`src/rtl/thp_pkg.sv`:
```
package thp_pkg;
  typedef enum logic [1:0] {
    TRG_AUTO = 2'b00,
    TRG_EXT  = 2'b01,
    TRG_MAN  = 2'b10,
    TRG_OFF  = 2'b11
  } trg_mode_e;
endpackage

```
`src/rtl/thp_edge_sync.sv`:
```
module thp_edge_sync #(
  parameter int STAGES = 2
) (
  input  logic clk,
  input  logic rst_n,
  input  logic pin_n,
  output logic fall_o
);
  // stages 0..STAGES-1 synchronize, stage STAGES holds the previous value
  logic [STAGES:0] sq_q, sq_d;

  always_comb begin
    sq_d[0] = pin_n;
  end

  for (genvar g = 1; g <= STAGES; g++) begin : g_stage
    always_comb sq_d[g] = sq_q[g-1];
  end

  always_ff @(posedge clk or negedge rst_n) begin
    if (!rst_n) sq_q <= '1;
    else        sq_q <= sq_d;
  end

  assign fall_o = sq_q[STAGES] & ~sq_q[STAGES-1];
endmodule

```
`src/rtl/thp_rate_gen.sv`:
```
module thp_rate_gen #(
  parameter int TICK_DIV   = 50,
  parameter int AUTO_TICKS = 250000
) (
  input  logic clk,
  input  logic rst_n,
  input  logic run_i,
  output logic fire_o
);
  localparam int PRE_W = (TICK_DIV > 1) ? $clog2(TICK_DIV) : 1;
  localparam int TCK_W = (AUTO_TICKS > 1) ? $clog2(AUTO_TICKS) : 1;
  localparam logic [PRE_W-1:0] PRE_LAST = PRE_W'(TICK_DIV - 1);
  localparam logic [TCK_W-1:0] TCK_LAST = TCK_W'(AUTO_TICKS - 1);

  logic [PRE_W-1:0] pre_q, pre_d;
  logic [TCK_W-1:0] tck_q, tck_d;
  logic             tick_end;

  assign tick_end = (pre_q == PRE_LAST);

  always_comb begin
    pre_d = pre_q;
    tck_d = tck_q;
    if (!run_i) begin
      pre_d = '0;
      tck_d = '0;
    end else if (tick_end) begin
      pre_d = '0;
      tck_d = (tck_q == TCK_LAST) ? '0 : tck_q + 1'b1;
    end else begin
      pre_d = pre_q + 1'b1;
    end
  end

  always_ff @(posedge clk or negedge rst_n) begin
    if (!rst_n) begin
      pre_q <= '0;
      tck_q <= '0;
    end else begin
      pre_q <= pre_d;
      tck_q <= tck_d;
    end
  end

  assign fire_o = run_i & tick_end & (tck_q == TCK_LAST);
endmodule

```
`src/rtl/thp_lockout.sv`:
```
module thp_lockout #(
  parameter int TICK_DIV   = 50,
  parameter int LOCK_TICKS = 60000
) (
  input  logic clk,
  input  logic rst_n,
  input  logic start_i,
  output logic busy_o
);
  localparam int PRE_W = (TICK_DIV > 1) ? $clog2(TICK_DIV) : 1;
  localparam int CNT_W = $clog2(LOCK_TICKS + 1);
  localparam logic [PRE_W-1:0] PRE_LAST = PRE_W'(TICK_DIV - 1);
  localparam logic [CNT_W-1:0] CNT_LOAD = CNT_W'(LOCK_TICKS);

  logic [PRE_W-1:0] pre_q, pre_d;
  logic [CNT_W-1:0] cnt_q, cnt_d;
  logic             active;

  assign active = (cnt_q != '0);

  always_comb begin
    pre_d = pre_q;
    cnt_d = cnt_q;
    if (start_i) begin
      pre_d = '0;
      cnt_d = CNT_LOAD;
    end else if (active) begin
      if (pre_q == PRE_LAST) begin
        pre_d = '0;
        cnt_d = cnt_q - 1'b1;
      end else begin
        pre_d = pre_q + 1'b1;
      end
    end
  end

  always_ff @(posedge clk or negedge rst_n) begin
    if (!rst_n) begin
      pre_q <= '0;
      cnt_q <= '0;
    end else begin
      pre_q <= pre_d;
      cnt_q <= cnt_d;
    end
  end

  assign busy_o = active;
endmodule

```
`src/rtl/thp_holdoff_ctrl.sv`:
```
module thp_holdoff_ctrl
  import thp_pkg::*;
#(
  parameter int TICK_DIV    = 50,
  parameter int LOCK_TICKS  = 60000,
  parameter int AUTO_TICKS  = 250000,
  parameter int SYNC_STAGES = 2
) (
  input  logic       clk,
  input  logic       rst_n,
  input  logic [1:0] mode_sel,
  input  logic       ext_trig_n,
  input  logic       man_btn_n,
  input  logic       hold_en,
  input  logic       cmd_ret,
  output logic       trig_out,
  output logic       conv_cmd,
  output logic       busy,
  output logic       busy_lamp_n
);
  trg_mode_e mode;
  logic      ext_fall, man_fall, auto_fire;
  logic      req, cand, accept;
  logic      ret_prev_q, ret_rise;
  logic      trig_q, trig_d, cmd_q, cmd_d;
  logic      lock_busy;

  assign mode = trg_mode_e'(mode_sel);

  thp_edge_sync #(.STAGES(SYNC_STAGES)) u_ext_sync (
    .clk(clk), .rst_n(rst_n), .pin_n(ext_trig_n), .fall_o(ext_fall)
  );

  thp_edge_sync #(.STAGES(SYNC_STAGES)) u_man_sync (
    .clk(clk), .rst_n(rst_n), .pin_n(man_btn_n), .fall_o(man_fall)
  );

  thp_rate_gen #(.TICK_DIV(TICK_DIV), .AUTO_TICKS(AUTO_TICKS)) u_rate (
    .clk(clk), .rst_n(rst_n), .run_i(mode == TRG_AUTO), .fire_o(auto_fire)
  );

  thp_lockout #(.TICK_DIV(TICK_DIV), .LOCK_TICKS(LOCK_TICKS)) u_lock (
    .clk(clk), .rst_n(rst_n), .start_i(accept), .busy_o(lock_busy)
  );

  // source mux
  always_comb begin
    case (mode)
      TRG_AUTO: req = auto_fire;
      TRG_EXT:  req = ext_fall;
      TRG_MAN:  req = man_fall;
      default:  req = 1'b0;
    endcase
  end

  assign ret_rise = cmd_ret & ~ret_prev_q;
  assign cand     = hold_en ? ret_rise : req;
  assign accept   = cand & ~lock_busy;

  always_comb begin
    trig_d = req;
    cmd_d  = accept;
  end

  always_ff @(posedge clk or negedge rst_n) begin
    if (!rst_n) begin
      ret_prev_q <= 1'b0;
      trig_q     <= 1'b0;
      cmd_q      <= 1'b0;
    end else begin
      ret_prev_q <= cmd_ret;
      trig_q     <= trig_d;
      cmd_q      <= cmd_d;
    end
  end

  assign trig_out    = trig_q;
  assign conv_cmd    = cmd_q;
  assign busy        = lock_busy;
  assign busy_lamp_n = ~lock_busy;
endmodule

```
`config.mk`:
```
export PLATFORM = sky130hd
export DESIGN_NAME = thp_holdoff_ctrl
export DESIGN_NICKNAME = d
export VERILOG_FILES = /design/src/rtl/thp_pkg.sv /design/src/rtl/thp_edge_sync.sv /design/src/rtl/thp_rate_gen.sv /design/src/rtl/thp_lockout.sv /design/src/rtl/thp_holdoff_ctrl.sv
export SDC_FILE = /design/constraint.sdc
export NUM_CORES = 1
export LEC_CHECK = 0
export ABC_AREA = 1
export BUFFER_PORTS_ARGS = -buffer_cell sky130_fd_sc_hd__buf_2
export CORE_MARGIN = 1
export CORE_UTILIZATION = 58
export CTS_CLUSTER_DIAMETER = 50
export DETAILED_ROUTE_END_ITERATION = 8
export PLACE_DENSITY = 0.72
export SLEW_MARGIN = 30
export SYNTH_ARGS = -nofsm -noshare
export SYNTH_HDL_FRONTEND = slang
export SYNTH_SLANG_ARGS = --single-unit
```
`constraint.sdc`:
```
create_clock -name clk -period 2.1 [get_ports clk]
set_input_delay 0.21 -clock clk [delete_from_list [all_inputs] [get_ports clk]]
set_output_delay 0.21 -clock clk [all_outputs]
set_load 0.01 [all_outputs]
```
==> flow_metrics.py, run 1 <==
metrics = {
    "placed_design": {
        "dp_hpwl_mm": 4.226,
        "place_congestion": 0.8717,
        "port_buffers": 11,
        "dp_worst_setup_slack_ns": 0.1508,
    },
    "worst_setup_path": {
        "path_depth": 8,
        "critPathMostFrequentCell": "inv_1",
        "timing.rr.start": "u_lock.pre_q[1]$_DFFE_PN0P_",
        "regToRegSetupSlack_ns": 0.22,
        "critPathCapture": "busy",
        "path_max_fanout": 4,
        "required_ns": 1.89,
        "start_kind": "flip-flop",
        "r2r_end": "u_lock.cnt_q[3]$_DFFE_PN0P_",
        "path_class": "reg2out",
        "cp_slowest_cell": "dfrtp_1",
        "startpoint": "u_lock.cnt_q[0]$_DFFE_PN0P_",
        "cp.arrival_ns": 1.73,
        "crit_chain": "inv_1, ha_2, nand2_2, nor3_2, nand4_1, nor2_4, inv_1, buf_2",
        "max_stage_delay_ns": 0.38,
        "cp.buffers_inverters": 3,
        "cp-end-kind": "output port",
        "cp_top_family": "simple AND/OR/NAND/NOR gates",
        "reg2regPathDepth": 9,
    },
    "sta": {
        "finalHoldViolCount": 0,
        "rsz0062_at_grt": "false",
        "final_max_slew_viol_count": 0,
        "finalSetupTns_ns": 0,
        "worst_slack_ns": 0.1561,
        "relSlewSlack_pct": 60.95,
        "fmax_ghz": 0.5144,
        "setup_viol": 0,
        "finClkSkew_ns": 0.006337,
        "final.period_utilization_pct": 92.57,
        "fin_crit_ns": 1.944,
        "worstMarginPinSlew_ns": 0.5858,
    },
    "grt": {
        "grt_pass1_wl_mm": 10.30,
        "grt_max_degree": 31,
        "grt_use_met1_pct": 36.48,
        "antenna_found_initial": 0,
        "use_met2_pct": 36.87,
        "grt_use_total_pct": 24.25,
        "grtUsageMet3_pct": 4.065,
        "grt_overflow_total": 0,
        "first_global_vias": 2268,
        "busiest_layer": "met2",
    },
    "outcome": {
        "status": "completed",
    },
    "power": {
        "ir_drop_v": 0.0004195,
        "intPower_uw": 1394,
        "p_clk_share_pct": 35.7,
        "p_per_area_nw_per_um2": 533.9,
        "combinationalPowerShare_pct": 3.6,
        "switching_share_pct": 21.50,
        "leakage_uw": 0.001521,
        "finalPower_uw": 1776,
        "p_sw_uw": 381.8,
        "p_seq_share_pct": 60.6,
    },
    "detailed_routing": {
        "drt_iter0_drc": 138,
        "num_vias": 2367,
        "wire_per_inst_microns": 12.49,
        "avgViaCountPerCell": 5.225,
        "antenna_left": 0,
        "drc": 0,
        "routed_wl_mm": 5.657,
        "firstDrtPassIters": 4,
    },
    "clock_tree": {
        "clock-root-buffer": "clkbuf_8",
        "clock_path_buffers": 2,
        "cts_buffers": 5,
        "worstSkewPairLatency_ns": 0.30,
        "tritoncts": "done",
        "clock_sinks": 55,
        "htreeDepth": 2,
        "clk_pin_slew_ns": 0.10,
    },
    "synth": {
        "ys_seq_area_share_pct": 45.57,
        "syn_avg_cell_area_sq_um": 8.342,
        "yosysWarnings": 0,
        "synth_area_leader_cell": "dfrtp_1",
        "netlist_instances": 364,
        "yosys.area.top_type_share_pct": 40.38,
        "syn_nets": 378,
        "synth_area_leaders": "dfrtp_1 40%, nand2_1 9.6%, inv_1 5.6%",
        "synth_seq_cells": 55,
        "syn-cell-area_sq_um": 3037,
        "synth_cell_types": 40,
    },
    "final_layout": {
        "nets": 399,
        "final_cell_mix": "77 x nand2_1, 49 x dfrtp_1, 45 x inv_1, 28 x nor2_1, 24 x nand3_1",
        "diodes": 0,
        "mostFrequentLayoutCell": "nand2_1",
        "areaGrowthSynthToFinish_pct": 9.559,
        "drive_above_1_share_pct": 20.47,
    },
    "floorplan": {
        "coreArea_sq_um": 4880,
        "start_util_pct": 62.23,
        "die_w_microns": 74.36,
        "row_count": 25,
        "die_h_microns": 74.36,
        "die-area_sq_um": 5529,
        "num_io_pins": 12,
    },
    "job": {
        "drv_cap": 0,
    },
    "hold_path": {
        "hold_path.class": "in2reg",
    },
}
## registers in the layout, indices dropped and copies added (netlist names)
name             cells
trig_out             1
u_ext_sync.sq_q      3
u_rate.tck_q        18
u_man_sync.sq_q      3
u_rate.pre_q         6
u_lock.cnt_q        16
u_lock.pre_q         6
ret_prev_q           1
conv_cmd             1
## stage by stage
step | util, % | cells | hold slack [ns] | area [sq um]
after floorplan | - | 364 | -0.08559 | 3037
after global placement | 65.03 | 440 | 0.2463 | 3173
after detailed placement | 65.03 | 440 | 0.2445 | 3173
after CTS | 67.77 | 451 | 0.01456 | 3307
after global routing | 68.18 | 453 | 0.008796 | 3327
final | 68.18 | 453 | 0.02242 | 3327
## cell families (layout without fill, tap and decap cells)
logic type / count (synthesis) / after routing / share of synthesized area [%]
flip-flops: 55 / 55 / 45.57
AO/OA/AOI/OAI: 43 / 43 / 8.323
adder cells (fa/ha/maj): 6 / 6 / 2.472
buffers and inverters: 62 / 84 / 8.281
XOR/XNOR: 13 / 13 / 3.750
multiplexers: 1 / 1 / 0.3296
AND/OR/NAND/NOR: 184 / 184 / 31.27
## area by class of cell
type / instances / area [sq um]
clock buffer: 7 / 96.34
clock inverter: 1 / 7.507
fill: 434 / 1553
inverter: 57 / 214.0
multi-input combinational: 247 / 1406
sequential: 55 / 1384
tap: 67 / 83.83
timing repair buffer: 19 / 135.1
## Yosys cell counts (all sizes together)
cell type	number
buf	5
inv	54
mux2i	1
a21oi	6
or2	3
dfrtp	49
clkinv	3
nand4	6
nor3	11
xor2	11
o21ai	20
nor3b	2
nand3	29
nor2	39
nor4	3
o211ai	1
and3	2
nand3b	1
xnor2	2
o22ai	14
a31oi	2
dfstp	6
ha	6
nand2	88
## per-layer routing
layer	share of wire (%)	wire (microns)	up-vias
met1	52	2918	1109
met4	0.87	49	0
met5	0	0	-
met3	3.5	197	4
li1	-	-	1215
met2	44	2491	39
## worst min-delay path by stage
| stage | from | to | cells after the start |
|---|---|---|---|
| 2_1_floorplan | rst_n | conv_cmd$_DFF_PN0_ | 0 |
| 3_3_place_gp | rst_n | u_rate.tck_q[9]$_DFFE_PN0P_ | 1 |
| 3_5_place_dp | rst_n | u_rate.tck_q[9]$_DFFE_PN0P_ | 1 |
| 4_1_cts | cmd_ret | ret_prev_q$_DFF_PN0_ | 1 |
| 5_1_grt | cmd_ret | ret_prev_q$_DFF_PN0_ | 1 |
| 6_report | cmd_ret | ret_prev_q$_DFF_PN0_ | 1 |
## power groups by stage
stage          Combinational [uW]  Clock (uW)  Sequential [uW]
2_1_floorplan                20.6           0             1100
3_3_place_gp                 60.5           0             1100
3_5_place_dp                 62.4           0             1100
4_1_cts                      66.6         656             1080
5_1_grt                      74.9         692             1080
6_report                     64.5         634             1080
## what timing repair did
action / CTS / global route
buffers inserted: 0 / 2
setup endpoints to repair: 0 / 3
hold buffers: 3 / 0
gates resized for setup: 0 / 2
endpoints found under the hold margin: 21 / 0
## worst reg2reg max path, delay by kind of cell, from the launching register on
family	cells	cell delay (ns)
compound gates	1	0.22
fa+ha+maj	1	0.14
buf+inv	3	0.36
flops	1	0.41
simple gates	4	0.65
Note: power is estimated with default switching activity, not from simulation.
==> run 2, diff against run 1 <==
- CORE_MARGIN: 1 -> 8
==> run 2 against run 1 <==
Compared with the run above:
- worst setup slack better by 0.00054 ns
- die area grew 41%
- combinational power increased by 0.6%
- sequential share of layout area grew 0.078 points
- first-iteration DRC count is 5.8% lower
- worst hold slack gained 0.33 ns
==> flow_metrics.py, run 2 (synthesized netlist as in run 1, its figures left out) <==
metrics = {
    "final_layout": {
        "regMostFlops": "u_rate.tck_q",
        "reg.largest.list": "u_rate.tck_q (18), u_lock.cnt_q (16)",
        "drive_above_1_share_pct": 19.74,
        "multiInputGateArea_sq_um": 1414,
        "nets": 398,
        "fill_cells": 450,
        "mostFrequentLayoutCell": "nand2_1",
        "register_area_sq_um": 1384,
        "final_cells": 455,
        "largest_reg_flops": 18,
        "fin_area_sq_um": 3321,
        "areaGrowthSynthToFinish_pct": 9.353,
        "final_cell_mix": "78 x nand2_1, 49 x dfrtp_1, 45 x inv_1, 28 x nor2_1, 24 x nand3_1",
        "diodes": 0,
    },
    "power": {
        "intPower_uw": 1335,
        "leakage_uw": 0.001512,
        "finalPower_uw": 1747,
        "p_seq_share_pct": 61.7,
        "combinationalPowerShare_pct": 3.7,
        "ir_drop_v": 0.0003365,
        "switching_share_pct": 23.58,
        "p_sw_uw": 411.9,
        "p_per_area_nw_per_um2": 526.0,
        "p_clk_share_pct": 34.6,
    },
    "detailed_routing": {
        "drt_iter0_drc": 130,
        "num_vias": 2344,
        "wire_per_inst_microns": 12.29,
        "firstDrtPassIters": 4,
        "avgViaCountPerCell": 5.152,
        "antenna_left": 0,
        "drc": 0,
        "routed_wl_mm": 5.594,
    },
    "grt": {
        "grtUsageMet3_pct": 3.621,
        "grt_use_met1_pct": 17.94,
        "grt_pass1_wl_mm": 9.735,
        "grt_use_total_pct": 15.83,
        "grt_overflow_total": 0,
        "antenna_found_initial": 0,
        "busiest_layer": "met2",
        "grt_max_degree": 30,
        "first_global_vias": 2297,
        "use_met2_pct": 27.83,
    },
    "clock_tree": {
        "clk_pin_slew_ns": 0.11,
        "htreeDepth": 2,
        "clock_sinks": 55,
        "worstSkewPairLatency_ns": 0.32,
        "cts_setup_buffers": 0,
        "clock_path_buffers": 2,
        "cts_buffers": 5,
        "clock-root-buffer": "clkbuf_8",
        "tritoncts": "done",
    },
    "placed_design": {
        "dp_hpwl_mm": 4.145,
        "placed_area_sq_um": 3177,
        "place_congestion": 0.8249,
        "port_buffers": 11,
        "dpl.cell_count": 443,
    },
    "worst_setup_path": {
        "cp-end-kind": "output port",
        "cp.buffers_inverters": 3,
        "path_max_fanout": 4,
        "cp.arrival_ns": 1.73,
        "required_ns": 1.89,
        "max_stage_delay_ns": 0.39,
        "crit_chain": "inv_1, ha_4, nand2_2, nor3_2, nand4_1, nor2_4, inv_1, buf_2",
        "critPathMostFrequentCell": "inv_1",
        "path_class": "reg2out",
        "cp_slowest_cell": "dfrtp_1",
        "cp_top_family": "simple AND/OR/NAND/NOR gates",
        "start_kind": "flip-flop",
    },
    "hold_path": {
        "hold_path.class": "in2reg",
    },
    "sta": {
        "final_max_slew_viol_count": 0,
        "finClkSkew_ns": 0.01539,
        "worstMarginPinSlew_ns": 0.6777,
        "fmax_ghz": 0.5146,
        "setup_viol": 0,
        "final.period_utilization_pct": 92.54,
        "fin_crit_ns": 1.943,
        "rsz0062_at_grt": "false",
        "finalHoldViolCount": 0,
        "finalSetupTns_ns": 0,
        "relSlewSlack_pct": 54.82,
    },
    "floorplan": {
        "die_h_microns": 88.36,
        "die_w_microns": 88.36,
        "start_util_pct": 59.84,
        "coreArea_sq_um": 5075,
        "row_count": 26,
        "die-area_sq_um": 7807,
        "num_io_pins": 12,
    },
    "outcome": {
        "status": "completed",
    },
    "job": {
        "drv_cap": 0,
    },
}
-- run 2: final timing paths --
check | endpoint | slack [ns] | from | cells after the start
setup / recovery | busy | 0.16 | u_lock.cnt_q[0]$_DFFE_PN0P_ | 8
hold reg to reg | u_man_sync.sq_q[1]$_DFF_PN1_ | 0.37 | u_man_sync.sq_q[0]$_DFF_PN1_ | 0
max in group asynchronous | u_man_sync.sq_q[2]$_DFF_PN1_ | 0.99 | rst_n | 3
setup reg to reg | u_lock.cnt_q[8]$_DFFE_PN0P_ | 0.19 | u_rate.tck_q[0]$_DFFE_PN0P_ | 10
hold / removal | trig_out$_DFF_PN0_ | 0.35 | mode_sel[0] | 5
min in group asynchronous | u_lock.pre_q[0]$_DFFE_PN0P_ | 0.46 | rst_n | 2
-- run 2: power by group through the flow --
stage | logic, uW | registers, uW | clock network [uW]
6_report | 64.9 | 1080 | 604
3_5_place_dp | 61.6 | 1100 | 0
5_1_grt | 73.9 | 1080 | 664
3_3_place_gp | 60.3 | 1100 | 0
4_1_cts | 67.0 | 1080 | 621
2_1_floorplan | 20.6 | 1100 | 0
-- run 2: worst min-delay path: stages --
cell     delay (ns)
buf_2          0.09
or2_1          0.14
nor2_2         0.06
nand3_2        0.08
nand2_4        0.06
-- run 2: per-stage QoR --
stage	utilization (%)	worst slack (ns)	hold WS [ns]
after global placement	62.60	0.2706	0.2833
after global routing	65.43	0.01160	0.3676
after CTS	65.19	0.09641	0.3521
final	65.43	0.1566	0.3493
after detailed placement	62.60	0.1937	0.2914
after floorplan	-	0.4721	-0.08559
-- run 2: timing repair --
item,CTS,global route
setup endpoints to repair,0,2
hold buffers,4,0
endpoints found under the hold margin,29,0
gates resized for setup,0,2
-- run 2: metal layers --
| metal | wire (microns) | vias up |
|---|---|---|
| met1 | 2482 | 1092 |
| met4 | 106 | 0 |
| li1 | - | 1209 |
| met3 | 174 | 7 |
| met2 | 2830 | 36 |
| met5 | 0 | - |
-- run 2: final cells by class --
class	instances	area share (%)
clock buffer	5	2.072
clock inverter	3	0.6782
inverter	57	6.443
multi-input combinational	247	42.58
sequential	55	41.67
tap	70	2.638
timing repair buffer	18	3.919
==> run 3, diff against run 2 <==
- GPL_TIMING_DRIVEN: unset -> 0
==> run 3 against run 2 <==
Compared with the run above:
- highest routed layer unchanged
- global-route usage is 0.41 points higher
- design area hardly changed
- clock skew is 0.0085 ns lower
- critical path type unchanged
- worst setup slack worse by 0.031 ns
==> flow_metrics.py, run 3 (synthesized netlist as in run 1, its figures left out) <==
metrics = {
    "grt": {
        "grt_overflow_total": 0,
        "grt_use_total_pct": 16.23,
        "first_global_vias": 2396,
        "antenna_found_initial": 0,
        "grt_max_degree": 56,
        "grt_pass1_wl_mm": 10.23,
    },
    "final_layout": {
        "regMostFlops": "u_rate.tck_q",
        "reg.largest.list": "u_rate.tck_q (18), u_lock.cnt_q (16)",
        "largest_reg_flops": 18,
        "areaGrowthSynthToFinish_pct": 9.271,
        "register_area_sq_um": 1384,
        "drive_above_1_share_pct": 20.16,
        "multiInputGateArea_sq_um": 1401,
        "diodes": 0,
        "mostFrequentLayoutCell": "nand2_1",
        "fill_cells": 454,
        "final_cell_mix": "78 x nand2_1, 49 x dfrtp_1, 45 x inv_1, 28 x nor2_1, 24 x nand3_1",
        "nets": 400,
    },
    "worst_setup_path": {
        "cp.arrival_ns": 1.76,
        "cp-end-kind": "output port",
        "startpoint": "u_lock.cnt_q[0]$_DFFE_PN0P_",
        "path_class": "reg2out",
        "cp_slowest_cell": "dfrtp_1",
        "start_kind": "flip-flop",
        "crit_chain": "inv_1, ha_1, nand2_2, nor3_2, nand4_1, nor2_4, inv_1, buf_2",
        "critPathMostFrequentCell": "inv_1",
        "required_ns": 1.89,
        "max_stage_delay_ns": 0.39,
        "path_max_fanout": 4,
        "timing.rr.start": "u_lock.cnt_q[0]$_DFFE_PN0P_",
    },
    "detailed_routing": {
        "avgViaCountPerCell": 5.179,
        "drc": 0,
        "num_vias": 2367,
        "met1_length_mm": 2.601,
        "highest_layer": "met4",
        "antenna_left": 0,
        "dr_wl_met3_microns": 94,
        "drt_iter0_drc": 80,
        "routed_wl_mm": 5.720,
        "firstDrtPassIters": 4,
        "wl_met2_mm": 2.982,
        "wire_per_inst_microns": 12.52,
    },
    "floorplan": {
        "coreArea_sq_um": 5075,
        "die_h_microns": 88.36,
        "row_count": 26,
        "num_io_pins": 12,
        "die_w_microns": 88.36,
        "start_util_pct": 59.84,
        "die-area_sq_um": 7807,
    },
    "sta": {
        "finalSetupTns_ns": 0,
        "worstMarginPinSlew_ns": 0.6889,
        "fin_crit_ns": 1.974,
        "relSlewSlack_pct": 54.08,
        "finalHoldViolCount": 0,
        "worst_slack_ns": 0.1260,
        "final_max_slew_viol_count": 0,
        "fmax_ghz": 0.5066,
        "finClkSkew_ns": 0.006896,
        "final.period_utilization_pct": 94.00,
        "rsz0062_at_grt": "false",
        "setup_viol": 0,
    },
    "clock_tree": {
        "clk_pin_slew_ns": 0.10,
        "clock-root-buffer": "clkbuf_8",
        "clock_path_buffers": 2,
        "worstSkewPairLatency_ns": 0.30,
        "htreeDepth": 2,
        "tritoncts": "done",
        "cts_buffers": 5,
        "clock_sinks": 55,
    },
    "power": {
        "ir_drop_v": 0.0003317,
        "leakage_uw": 0.001519,
        "p_per_area_nw_per_um2": 527.6,
    },
    "placed_design": {
        "port_buffers": 11,
        "dp_hpwl_mm": 4.231,
        "dp_worst_setup_slack_ns": 0.2787,
        "place_congestion": 0.8130,
    },
    "hold_path": {
        "hold_path.class": "in2reg",
        "hold_start": "cmd_ret",
    },
    "outcome": {
        "status": "completed",
    },
    "job": {
        "drv_cap": 0,
    },
}
[run 3: cell count changes in the layout (fill, tap and decap cells not counted), sizes merged]
cell / delta
buf: +3
clkbuf: +1
clkinv: -1
clkinvlp: +1
dlygate4sd3: -1
inv: -1
[run 3: path summary, 6_finish.rpt]
check,end,slack [ns],depth (start not counted)
worst max-delay path,busy,0.13,8
worst min-delay path,ret_prev_q$_DFF_PN0_,0.02,1
worst max register to register,u_lock.cnt_q[8]$_DFFE_PN0P_,0.20,11
worst min register to register,u_ext_sync.sq_q[1]$_DFF_PN1_,0.36,0
max in group asynchronous,u_lock.cnt_q[3]$_DFFE_PN0P_,1.13,2
min in group asynchronous,u_lock.pre_q[0]$_DFFE_PN0P_,0.50,2
[run 3: critical path, delay by kind of cell, from the launching register on]
kind	cells	cell delay, ns
adder cells (fa/ha/maj)	1	0.24
buffers and inverters	3	0.30
flip-flops	1	0.39
AND/OR/NAND/NOR	4	0.54
[run 3: routing by layer]
| layer | vias to the layer above | track usage, % |
|---|---|---|
| met5 | - | 0 |
| met1 | 1125 | 18.73 |
| met3 | 4 | 2.228 |
| li1 | 1218 | - |
| met2 | 20 | 30.69 |
| met4 | 0 | 3.533 |
[run 3: area by class of cell]
type | count | area share (%)
Buffer | 5 | 1.131
Inverter | 57 | 6.448
Timing Repair Buffer | 15 | 2.866
Clock inverter | 2 | 0.4902
Sequential cell | 55 | 41.70
Multi-Input combinational cell | 247 | 42.23
Tap cell | 70 | 2.640
Clock buffer | 6 | 2.489
[run 3: power by group]
part | leakage (uW) | total (uW) | internal [uW] | switching, uW
registers | 0.000692 | 1080 | 1070 | 4.77
clock network | 0.0000474 | 613 | 270 | 343
logic | 0.000779 | 60.1 | 17.7 | 42.4
total | 0.00152 | 1750 | 1360 | 390
[run 3: what timing repair did]
item,in CTS,in global routing
hold buffers,3,0
hold endpoints to repair,51,0
endpoints found under the setup margin,0,1
buffers inserted,0,1
resized for setup,0,0
[run 3: metrics by stage]
| step | util (%) | cell area, sq um | hold WS [ns] | power [uW] | std cells |
|---|---|---|---|---|---|
| final | 65.38 | 3318 | 0.02347 | 1751 | 457 |
| after global routing | 65.38 | 3318 | 0.007714 | 1820 | 457 |
| after CTS | 65.24 | 3311 | 0.01543 | 1777 | 456 |
| after detailed placement | 62.70 | 3182 | 0.3071 | 1156 | 445 |
| after global placement | 62.65 | 3179 | 0.3146 | 1154 | 445 |
| after floorplan | - | 3037 | -0.08559 | 1118 | 364 |
